<file path="config.mk">
export PLATFORM = sky130hd
export DESIGN_NAME = can_bit_timer
export DESIGN_NICKNAME = d
export VERILOG_FILES = /design/src/rtl/can_bt_pkg.sv /design/src/rtl/can_bt_tq_gen.sv /design/src/rtl/can_bt_edge.sv /design/src/rtl/can_bt_seq.sv /design/src/rtl/can_bit_timer.sv
export SDC_FILE = /design/constraint.sdc
export NUM_CORES = 1
export LEC_CHECK = 0
export BUFFER_PORTS_ARGS = -buffer_cell sky130_fd_sc_hd__buf_2
export CORE_AREA = 2 2 54 93
export DETAILED_ROUTE_END_ITERATION = 8
export DIE_AREA = 0 0 56 95
export GPL_TIMING_DRIVEN = 0
export PLACE_DENSITY_LB_ADDON = 0.3
export SKIP_CTS_REPAIR_TIMING = 1
export SLEW_MARGIN = 5
export SYNTH_ARGS = -nofsm -noshare
export SYNTH_HDL_FRONTEND = slang
export SYNTH_SLANG_ARGS = --single-unit
</file>
<file path="constraint.sdc">
create_clock -name clk -period 6 [get_ports clk]
set_clock_uncertainty 0.05 [all_clocks]
set_input_delay 0.3 -clock clk [delete_from_list [all_inputs] [get_ports clk]]
set_output_delay 0.3 -clock clk [all_outputs]
set_load 0.005 [all_outputs]
</file>
<file path="src/rtl/can_bt_pkg.sv">
package can_bt_pkg;

    localparam int BRP_W = 6;
    localparam int TS1_W = 4;
    localparam int TS2_W = 4;
    localparam int SJW_W = 2;
    localparam int Q_W   = TS1_W + 1;

    typedef enum logic [1:0] {
        SEG_SYNC = 2'd0,
        SEG_PH1  = 2'd1,
        SEG_PH2  = 2'd2
    } seg_e;

    typedef struct packed {
        logic [BRP_W-1:0] brp;
        logic [Q_W-1:0]   len1;
        logic [Q_W-1:0]   len2;
        logic [Q_W-1:0]   sjw;
    } bt_cfg_t;

    function automatic bt_cfg_t bt_decode(input logic [7:0] rate, input logic [7:0] segs);
        bt_cfg_t c;
        c.brp  = rate[BRP_W-1:0];
        c.sjw  = Q_W'(rate[7:6]) + Q_W'(1);
        c.len1 = Q_W'(segs[3:0]) + Q_W'(1);
        c.len2 = Q_W'(segs[7:4]) + Q_W'(1);
        return c;
    endfunction

    function automatic logic [Q_W-1:0] q_min(input logic [Q_W-1:0] a, input logic [Q_W-1:0] b);
        return (a < b) ? a : b;
    endfunction

endpackage

</file>
<file path="src/rtl/can_bt_tq_gen.sv">
module can_bt_tq_gen #(
    parameter int W = 6
) (
    input  logic         clk,
    input  logic         rst,
    input  logic         restart,
    input  logic [W-1:0] limit,
    output logic         tick
);
    logic [W-1:0] cnt;

    assign tick = (cnt >= limit);

    always_ff @(posedge clk) begin
        if (rst || restart || tick) cnt <= '0;
        else                        cnt <= cnt + 1'b1;
    end
endmodule

</file>
<file path="src/rtl/can_bt_edge.sv">
module can_bt_edge (
    input  logic clk,
    input  logic rst,
    input  logic rx,
    output logic fall
);
    logic rx_d;

    always_ff @(posedge clk) begin
        if (rst) rx_d <= 1'b1;
        else     rx_d <= rx;
    end

    // recessive at the previous edge, dominant now
    assign fall = rx_d & ~rx;
endmodule

</file>
<file path="src/rtl/can_bt_seq.sv">
module can_bt_seq
    import can_bt_pkg::*;
(
    input  logic    clk,
    input  logic    rst,
    input  logic    tick,
    input  logic    fall,
    input  logic    bus_idle,
    input  logic    rx,
    input  bt_cfg_t cfg,
    output seg_e    seg,
    output logic    sample_pt,
    output logic    tx_pt,
    output logic    rx_bit,
    output logic    hsync
);
    seg_e           state;
    logic [Q_W-1:0] q_cnt;
    logic [Q_W-1:0] ext;
    logic [Q_W-1:0] shr;
    logic           rs_used;

    logic           resync_ok;
    logic [Q_W-1:0] q_nx, rem2, adj1, adj2, len1_eff, len2_eff;
    logic           end1, end2;

    always_comb begin
        hsync     = bus_idle & fall;
        resync_ok = fall & ~bus_idle & ~rs_used;
        q_nx      = q_cnt + 1'b1;
        rem2      = cfg.len2 - q_cnt;
        adj1      = (state == SEG_PH1 && resync_ok) ? q_min(q_nx, cfg.sjw) : '0;
        adj2      = (state == SEG_PH2 && resync_ok) ? q_min(rem2, cfg.sjw) : '0;
        len1_eff  = cfg.len1 + ext + adj1;
        len2_eff  = cfg.len2 - shr - adj2;
        end1      = (q_nx >= len1_eff);
        end2      = (q_nx >= len2_eff);
    end

    always_ff @(posedge clk) begin
        if (rst) begin
            state     <= SEG_SYNC;
            q_cnt     <= '0;
            ext       <= '0;
            shr       <= '0;
            rs_used   <= 1'b0;
            sample_pt <= 1'b0;
            tx_pt     <= 1'b0;
            rx_bit    <= 1'b1;
        end else begin
            sample_pt <= 1'b0;
            tx_pt     <= 1'b0;
            if (hsync) begin
                state   <= SEG_SYNC;
                q_cnt   <= '0;
                ext     <= '0;
                shr     <= '0;
                rs_used <= 1'b1;
                tx_pt   <= 1'b1;
            end else begin
                if (resync_ok && state != SEG_SYNC) begin
                    rs_used <= 1'b1;
                    if (state == SEG_PH1) ext <= adj1;
                    else                  shr <= adj2;
                end
                if (tick) begin
                    case (state)
                        SEG_SYNC: begin
                            state <= SEG_PH1;
                            q_cnt <= '0;
                        end
                        SEG_PH1: begin
                            if (end1) begin
                                state     <= SEG_PH2;
                                q_cnt     <= '0;
                                ext       <= '0;
                                rs_used   <= 1'b0;
                                sample_pt <= 1'b1;
                                rx_bit    <= rx;
                            end else begin
                                q_cnt <= q_nx;
                            end
                        end
                        SEG_PH2: begin
                            if (end2) begin
                                state <= SEG_SYNC;
                                q_cnt <= '0;
                                shr   <= '0;
                                tx_pt <= 1'b1;
                            end else begin
                                q_cnt <= q_nx;
                            end
                        end
                        default: begin
                            state <= SEG_SYNC;
                            q_cnt <= '0;
                        end
                    endcase
                end
            end
        end
    end

    assign seg = state;
endmodule

</file>
<file path="src/rtl/can_bit_timer.sv">
module can_bit_timer
    import can_bt_pkg::*;
(
    input  logic       clk,
    input  logic       rst,
    input  logic [7:0] cfg_rate,
    input  logic [7:0] cfg_seg,
    input  logic       bus_idle,
    input  logic       rx,
    output logic [1:0] seg,
    output logic       sample_pt,
    output logic       rx_bit,
    output logic       tx_pt
);
    bt_cfg_t cfg;
    logic    fall, tick, restart;
    seg_e    seg_q;

    assign cfg = bt_decode(cfg_rate, cfg_seg);

    can_bt_edge u_edge (
        .clk  (clk),
        .rst  (rst),
        .rx   (rx),
        .fall (fall)
    );

    can_bt_tq_gen #(.W(BRP_W)) u_tq (
        .clk     (clk),
        .rst     (rst),
        .restart (restart),
        .limit   (cfg.brp),
        .tick    (tick)
    );

    can_bt_seq u_seq (
        .clk       (clk),
        .rst       (rst),
        .tick      (tick),
        .fall      (fall),
        .bus_idle  (bus_idle),
        .rx        (rx),
        .cfg       (cfg),
        .seg       (seg_q),
        .sample_pt (sample_pt),
        .tx_pt     (tx_pt),
        .rx_bit    (rx_bit),
        .hsync     (restart)
    );

    assign seg = seg_q;
endmodule

</file>
==> results of run 1 <==
==> sequential cells by signal, summed over array words and instances, names as in the netlist <==
signal           cells
u_edge.rx_d          1
u_seq.ext            5
u_seq.q_cnt          5
u_seq.rs_used        1
u_seq.rx_bit         1
u_seq.sample_pt      1
u_seq.seg            2
u_seq.shr            5
u_seq.tx_pt          1
u_tq.cnt             6
==> cell families (layout without fill, tap and decap cells) <==
logic type	count (synthesis)	after routing	share of synthesized area, %
XOR/XNOR	23	23	8.31
buffers and inverters	38	66	5.88
AO/OA/AOI/OAI	58	58	15.9
other	1	2	0.155
flip-flops	28	28	23.1
AND/OR/NAND/NOR	77	77	16.0
multiplexers	6	6	2.53
adder cells (fa/ha/maj)	49	49	28.1
==> metrics by stage <==
| stage | setup WS [ns] | cells | power [mW] |
|---|---|---|---|
| 2_1_floorplan | 1.05 | 281 | 0.269 |
| 6_report | 0.490 | 361 | 0.441 |
| 5_1_grt | 0.123 | 361 | 0.466 |
| 3_3_place_gp | 0.417 | 357 | 0.293 |
| 3_5_place_dp | 0.328 | 357 | 0.297 |
| 4_1_cts | 0.436 | 361 | 0.444 |
==> worst reg2reg max path, delay by kind of cell, from the launching register on <==
| family | cells | cell delay (ns) |
|---|---|---|
| adders and majority gates | 5 | 1.84 |
| AOI/OAI and AO/OA | 7 | 1.79 |
| xor gates and xnor gates | 2 | 0.54 |
| DFF | 1 | 0.53 |
| and+or+nand+nor | 3 | 0.42 |
| muxes | 1 | 0.28 |
==> Yosys cell counts <==
cell type and count:
dfxtp_1 28, o31ai_1 3, ha_1 40, nor4_1 1
clkbuf_1 3, a221o_1 1, and3_1 2, a211o_1 2
nand3_1 11, a21o_1 10, nor3_1 4, mux2i_1 5
a32o_1 2, a2111o_1 2, nand2b_1 5, nor3b_1 2
o22ai_1 3, xnor2_1 16, o211ai_1 2, conb_1 1
nor3_2 1, xor2_1 7, nand4_1 2, nand3_2 1
nand2_1 20, nand3b_1 1, nor2b_1 7, or2_2 1
nor2_1 15, and2_1 3, o21ai_0 6, a21boi_1 1
a31o_4 1, mux2_1 1, a21oi_1 16, or4_1 1
inv_1 35, o21ai_1 5, a31oi_1 4, fa_1 9
==> area by class of cell <==
| class | instances | share of cell area, % |
|---|---|---|
| inverters | 35 | 4.89 |
| clock buffers | 3 | 1.54 |
| flip-flops and latches | 28 | 20.9 |
| repair buffers | 24 | 4.47 |
| clock inverters | 1 | 1.12 |
| well taps | 52 | 2.42 |
| multi-input cells | 215 | 64.3 |
| plain buffers | 3 | 0.419 |
==> path summary, 6_finish.rpt <==
check                                end  slack [ns]  cells after the start
max          u_seq.q_cnt[3]$_SDFFE_PP0N_        0.49                     18
min             u_seq.rs_used$_SDFF_PP0_        0.18                      2
max reg2reg  u_seq.q_cnt[3]$_SDFFE_PP0N_        0.49                     18
min reg2reg       u_tq.cnt[0]$_SDFF_PP0_        0.44                      1
==> metal layers <==
layer	up-vias	wire, µm	GRT usage (%)
met5	-	0	0
met4	0	131	9.92
met3	8	103	1.78
met2	27	2850	39.3
met1	946	1980	21.1
li1	1024	-	-
==> power by group <==
part	internal, mW	switching [mW]	leakage (nW)	total [mW]
sequential	0.189	0.00261	0.227	0.191
clock	0.0894	0.0603	0.0357	0.150
combinational	0.0451	0.0550	0.998	0.100
total	0.323	0.118	1.26	0.441
==> impl_metrics.yaml, run 1 <==
synth:
  syn_area_um2: 2420
  synth_top_area_share_pct: 23.1
  synthCells: 280
  synth_seq_cells: 28
  synth-seq-area-share_pct: 23.1
  synth.area.top_cells: "dfxtp_1, ha_1, fa_1, xnor2_1, inv_1"
  synth_cell_type_count: 40
  avgSynthCellArea_um2: 8.66
  yosys_warnings: 0
  yosysTopAreaCell: "dfxtp_1"
worst_setup_path:
  crit_buf_inv: 0
  slowest_stage: "dfxtp_1"
  r2r_start: "u_seq.q_cnt[0]$_SDFFE_PP0N_"
  worstSetupPathType: "reg2reg"
  startpoint_type: "register"
  crit_top_cell: "ha_1"
  slowest_delay_ns: 0.53
  path_cells: "ha_1 > xor2_1 > ha_1 > a2111o_1 > mux2i_1 > nor2_1 > fa_1 > fa_1 > a21o_1 > a21oi_1 > xnor2_1 > ha_1 > nand4_1 > a21oi_1 > a2111o_1 > a21boi_1 > nand3_1 > o22ai_1"
  critPathLaunch: "u_seq.q_cnt[0]$_SDFFE_PP0N_"
  cp.required_ns: 6.16
  crit_family: "adder cells"
  crit_fanout: 9
  arrival_ns: 5.67
  end_kind: "register"
clocking:
  clkTransAtPathRegs_ns: 0.10
  cts_tree: "built"
  clock_sinks: 28
  cts_buffers: 3
  htree_levels: 1
  clkLatencyLatePin_ns: 0.28
  root_buffer: "clkbuf_8"
  clockBufferDepth: 2
grt:
  antenna_found_initial: 0
  grt_max_degree: 17
  grt_overflow_total: 0
  grt_pass1_vias: 2019
  grt_pass1_wl_um: 8540
  grt_use_total_pct: 20.2
detailed_routing:
  drc: 0
  num_vias: 2005
  drtPass1Iterations: 4
  first_iter_violations: 51
  ant_nets: 0
  vias_per_cell: 5.55
  wl_per_cell_um: 14.0
  drt-total-wl_um: 5060
final_layout:
  num_antenna_cells: 0
  drive_above_1_share_pct: 10.4
  final_common_cell: "ha_1"
  fin_util_pct: 58.1
  area_growth_pct: 10.7
  stdcell_area_um2: 2690
  multi_input_area_um2: 1730
  layout_common_cells: "ha_1, inv_1, dfxtp_1"
  fillCellCount: 450
  seqCellArea_um2: 561
  nNetsFinal: 379
floorplan:
  coreArea_um2: 4620
  die_h_um: 95
  start_util_pct: 52.4
  fp.dieW_um: 56
  dieArea_um2: 5320
  rows: 33
  ios: 25
timing:
  min_period_over_period_pct: 91.8
  tightest_slew_ns: 0.724
  hold_viol: 0
  tns_ns: 0
  period_needed_ns: 5.51
  timing.slew.headroom_pct: 51.7
  drv_slew: 0
  setup_viol: 0
  timing.hold.ws_ns: 0.183
  max_freq_mhz: 181
  rsz0062_at_grt: "false"
flow_run:
  maxCapViolCount: 0
worst_hold_path:
  hold_path.startpoint: "rst"
  hp-class: "in2reg"
placed_design:
  place_area_um2: 2610
  hpwl_um: 4290
  gp_congestion: 0.806
  io_buffers: 24
pwr:
  power.density_nw_per_um2: 164
  peakVddDrop_mv: 0.143
  p_leak_nw: 1.26
outcome:
  run_status: "finished clean"
(Power assumes the default switching activity.)
==> run 2, diff against run 1 <==
Settings changed: CORE_AREA 2 2 54 93 to 2 2 58 101, DIE_AREA 0 0 56 95 to 0 0 60 103.
==> impl_metrics.yaml, run 2 (synthesis gave the netlist of run 1 again) <==
outcome:
  run_status: "finished clean"
worst_setup_path:
  crit_top_cell: "ha_1"
  slowest_stage: "dfxtp_1"
  end_kind: "register"
  crit_buf_inv: 0
  arrival_ns: 5.64
  cp.required_ns: 6.16
  startpoint_type: "register"
  crit_fanout: 9
  worstSetupPathType: "reg2reg"
  path_cells: "ha_1 > xor2_1 > ha_1 > a2111o_1 > mux2i_1 > nor2_1 > fa_1 > fa_1 > a21o_1 > a21oi_1 > xnor2_1 > ha_1 > nand4_1 > a21oi_1 > a2111o_1 > a21boi_1 > nand3_1 > o22ai_1"
  slowest_delay_ns: 0.52
  crit_family: "adder cells"
detailed_routing:
  vias_per_cell: 5.26
  drt-total-wl_um: 5030
  first_iter_violations: 58
  drtPass1Iterations: 4
  drc: 0
  ant_nets: 0
  wl_per_cell_um: 13.1
  num_vias: 2025
placed_design:
  place_ws_ns: 0.327
  placed_cells: 381
  hpwl_um: 4240
  gp_congestion: 0.791
  io_buffers: 24
clocking:
  cts_buffers: 3
  htree_levels: 1
  clock_sinks: 28
  root_buffer: "clkbuf_8"
  clkLatencyLatePin_ns: 0.28
  clkTransAtPathRegs_ns: 0.10
  cts_tree: "built"
  clockBufferDepth: 2
grt:
  antenna_found_initial: 0
  grt_pass1_wl_um: 8560
  grt_max_degree: 17
  grt_overflow_total: 0
  grt_use_total_pct: 18.0
  grt_pass1_vias: 1951
timing:
  fin_ws_ns: 0.519
  setup_viol: 0
  period_needed_ns: 5.48
  rsz0062_at_grt: "false"
  tns_ns: 0
  drv_slew: 0
  tightest_slew_ns: 0.749
  max_freq_mhz: 182
  timing.slew.headroom_pct: 50.1
  hold_viol: 0
  min_period_over_period_pct: 91.3
flow_run:
  maxCapViolCount: 0
pwr:
  peakVddDrop_mv: 0.104
  power.density_nw_per_um2: 163
  p_leak_nw: 1.26
  power_mw: 0.443
final_layout:
  largest-register: "u_tq.cnt"
  largest_reg_flops: 6
  drive_above_1_share_pct: 10.4
  num_antenna_cells: 0
  layout_common_cells: "ha_1, inv_1, dfxtp_1"
  final_common_cell: "ha_1"
  stdcell_count: 385
  fillCellCount: 534
  area_growth_pct: 12.0
  nNetsFinal: 379
  fin_util_pct: 49.8
worst_hold_path:
  hp-class: "in2reg"
floorplan:
  ios: 25
  coreArea_um2: 5450
  rows: 36
  start_util_pct: 44.5
  die_h_um: 103
  dieArea_um2: 6180
  fp.dieW_um: 60
-- run 2: cell counts in the layout (fill, tap and decap cells not counted) --
Identical to the previous run, type by type.
-- run 2: final timing paths --
kind,from,to,slack [ns],depth (start not counted)
max,u_seq.q_cnt[0]$_SDFFE_PP0N_,u_seq.q_cnt[3]$_SDFFE_PP0N_,0.52,18
min,rst,u_seq.rs_used$_SDFF_PP0_,0.18,2
max reg2reg,u_seq.q_cnt[0]$_SDFFE_PP0N_,u_seq.q_cnt[3]$_SDFFE_PP0N_,0.52,18
min reg2reg,u_tq.cnt[0]$_SDFF_PP0_,u_tq.cnt[0]$_SDFF_PP0_,0.44,1
-- run 2: routing by layer --
layer  global-route usage [%]  wire, µm  up-vias
li1                         -         -     1023
met1                     19.2      1960      955
met2                     32.9      2720       32
met3                     2.01       103       15
met4                     9.91       247        0
met5                        0         0        -
-- run 2: per-stage QoR --
stage | cell area, µm² | hold WS [ns]
after floorplan | 2430 | 0.319
after CTS | 2720 | 0.180
after global routing | 2720 | 0.181
final | 2720 | 0.182
after detailed placement | 2640 | 0.417
after global placement | 2640 | 0.404
-- run 2: area by class of cell --
type	count	area (µm²)	share of cell area (%)
multi-input cells	215	1730	63.5
flip-flops and latches	28	561	20.6
inverters	35	131	4.84
repair buffers	24	120	4.42
well taps	76	95.1	3.50
clock buffers	3	41.3	1.52
clock inverters	1	30.0	1.11
plain buffers	3	11.3	0.415
-- run 2: report_power, final --
group / leakage, nW / internal, mW / switching [mW] / total (mW)
registers: 0.227 / 0.189 / 0.00271 / 0.191
clock network: 0.0357 / 0.0894 / 0.0619 / 0.151
logic: 0.998 / 0.0450 / 0.0548 / 0.0998
==> run 3, diff against run 2 <==
Clock period 6 ns to 5.8 ns, I/O delays scaled along.
==> impl_metrics.yaml, run 3 (synthesis gave the netlist of run 1 again) <==
grt:
  grt_overflow_total: 0
  grt_use_total_pct: 18.0
  antenna_found_initial: 0
  grt_pass1_vias: 1951
  grt_max_degree: 17
  grt_pass1_wl_um: 8560
pwr:
  p_leak_nw: 1.26
  peakVddDrop_mv: 0.108
  power.density_nw_per_um2: 169
worst_hold_path:
  hp-class: "in2reg"
final_layout:
  final_common_cell: "ha_1"
  area_growth_pct: 12.1
  fillCellCount: 534
  drive_above_1_share_pct: 10.7
  layout_common_cells: "ha_1, inv_1, dfxtp_1"
  largest_reg_flops: 6
  largest-register: "u_tq.cnt"
  nNetsFinal: 379
  num_antenna_cells: 0
  stdcell_area_um2: 2720
timing:
  drv_slew: 0
  max_freq_mhz: 184
  hold_viol: 0
  tightest_slew_ns: 0.743
  min_period_over_period_pct: 93.6
  timing.slew.headroom_pct: 50.5
  rsz0062_at_grt: "false"
  fin_ws_ns: 0.373
  period_needed_ns: 5.43
  tns_ns: 0
  setup_viol: 0
clocking:
  cts_buffers: 3
  clockBufferDepth: 2
  cts_tree: "built"
  clkLatencyLatePin_ns: 0.28
  clkTransAtPathRegs_ns: 0.10
  root_buffer: "clkbuf_8"
  clock_sinks: 28
  htree_levels: 1
worst_setup_path:
  end_kind: "register"
  worstSetupPathType: "reg2reg"
  arrival_ns: 5.58
  slowest_delay_ns: 0.52
  crit_buf_inv: 0
  crit_fanout: 9
  slowest_stage: "dfxtp_1"
  crit_top_cell: "ha_1"
  startpoint_type: "register"
  path_cells: "ha_1 > xor2_1 > ha_1 > a2111o_1 > mux2i_1 > nor2_1 > fa_1 > fa_1 > a21o_1 > a21oi_1 > xnor2_1 > ha_1 > nand4_1 > a21oi_1 > a2111o_1 > a21boi_2 > nand3_1 > o22ai_1"
  crit_family: "adder cells"
  cp.required_ns: 5.96
placed_design:
  place_ws_ns: 0.137
  hpwl_um: 4240
  place_area_um2: 2640
  gp_congestion: 0.791
  io_buffers: 24
floorplan:
  dieArea_um2: 6180
  fp.dieW_um: 60
  ios: 25
  start_util_pct: 44.5
  rows: 36
  coreArea_um2: 5450
  die_h_um: 103
detailed_routing:
  ant_nets: 0
  wl_per_cell_um: 13.1
  drc: 0
  num_vias: 2024
  vias_per_cell: 5.26
  drtPass1Iterations: 4
  first_iter_violations: 58
  drt-total-wl_um: 5030
flow_run:
  maxCapViolCount: 0
outcome:
  run_status: "finished clean"
-- run 3: worst register-to-register path, delay by kind of cell, from the launching register on --
kind                     cells  cell delay, ns
AO/OA/AOI/OAI                7            1.71
multiplexers                 1            0.30
AND/OR/NAND/NOR              3            0.39
flip-flops                   1            0.52
adder cells (fa/ha/maj)      5            1.88
XOR/XNOR                     2            0.50
-- run 3: final cells by class --
cell class | count | area [µm²] | share of cell area [%]
sequential | 28 | 561 | 20.6
multi-input combinational | 215 | 1730 | 63.6
clock inverter | 1 | 30.0 | 1.10
timing repair buffer | 24 | 120 | 4.42
buffer | 3 | 11.3 | 0.414
clock buffer | 3 | 41.3 | 1.52
tap | 76 | 95.1 | 3.50
inverter | 35 | 131 | 4.83
-- run 3: power breakdown --
| part | switching, mW | internal [mW] |
|---|---|---|
| Clock | 0.0646 | 0.0925 |
| Combinational | 0.0568 | 0.0466 |
| Sequential | 0.00279 | 0.195 |
| Total | 0.124 | 0.334 |
-- run 3: path summary, 6_finish.rpt --
path	cells after the start	endpoint	slack, ns	from
setup / recovery	18	u_seq.q_cnt[3]$_SDFFE_PP0N_	0.37	u_seq.q_cnt[0]$_SDFFE_PP0N_
hold / removal	2	u_seq.rs_used$_SDFF_PP0_	0.17	rst
setup reg to reg	18	u_seq.q_cnt[3]$_SDFFE_PP0N_	0.37	u_seq.q_cnt[0]$_SDFFE_PP0N_
hold reg to reg	1	u_tq.cnt[0]$_SDFF_PP0_	0.44	u_tq.cnt[0]$_SDFF_PP0_
-- run 3: routing by layer --
metal	track usage, %	share of wire (%)
met1	19.2	39
met2	32.9	54
met3	2.01	2.0
met4	9.91	4.8
met5	0	0
-- run 3: metrics by stage --
stage	util, %	cells	hold slack (ns)	power, mW
after floorplan	-	281	0.309	0.279
after global placement	48.5	381	0.404	0.303
after detailed placement	48.5	381	0.417	0.307
after CTS	49.8	385	0.170	0.462
after global routing	49.9	385	0.171	0.483
final	49.9	385	0.171	0.459
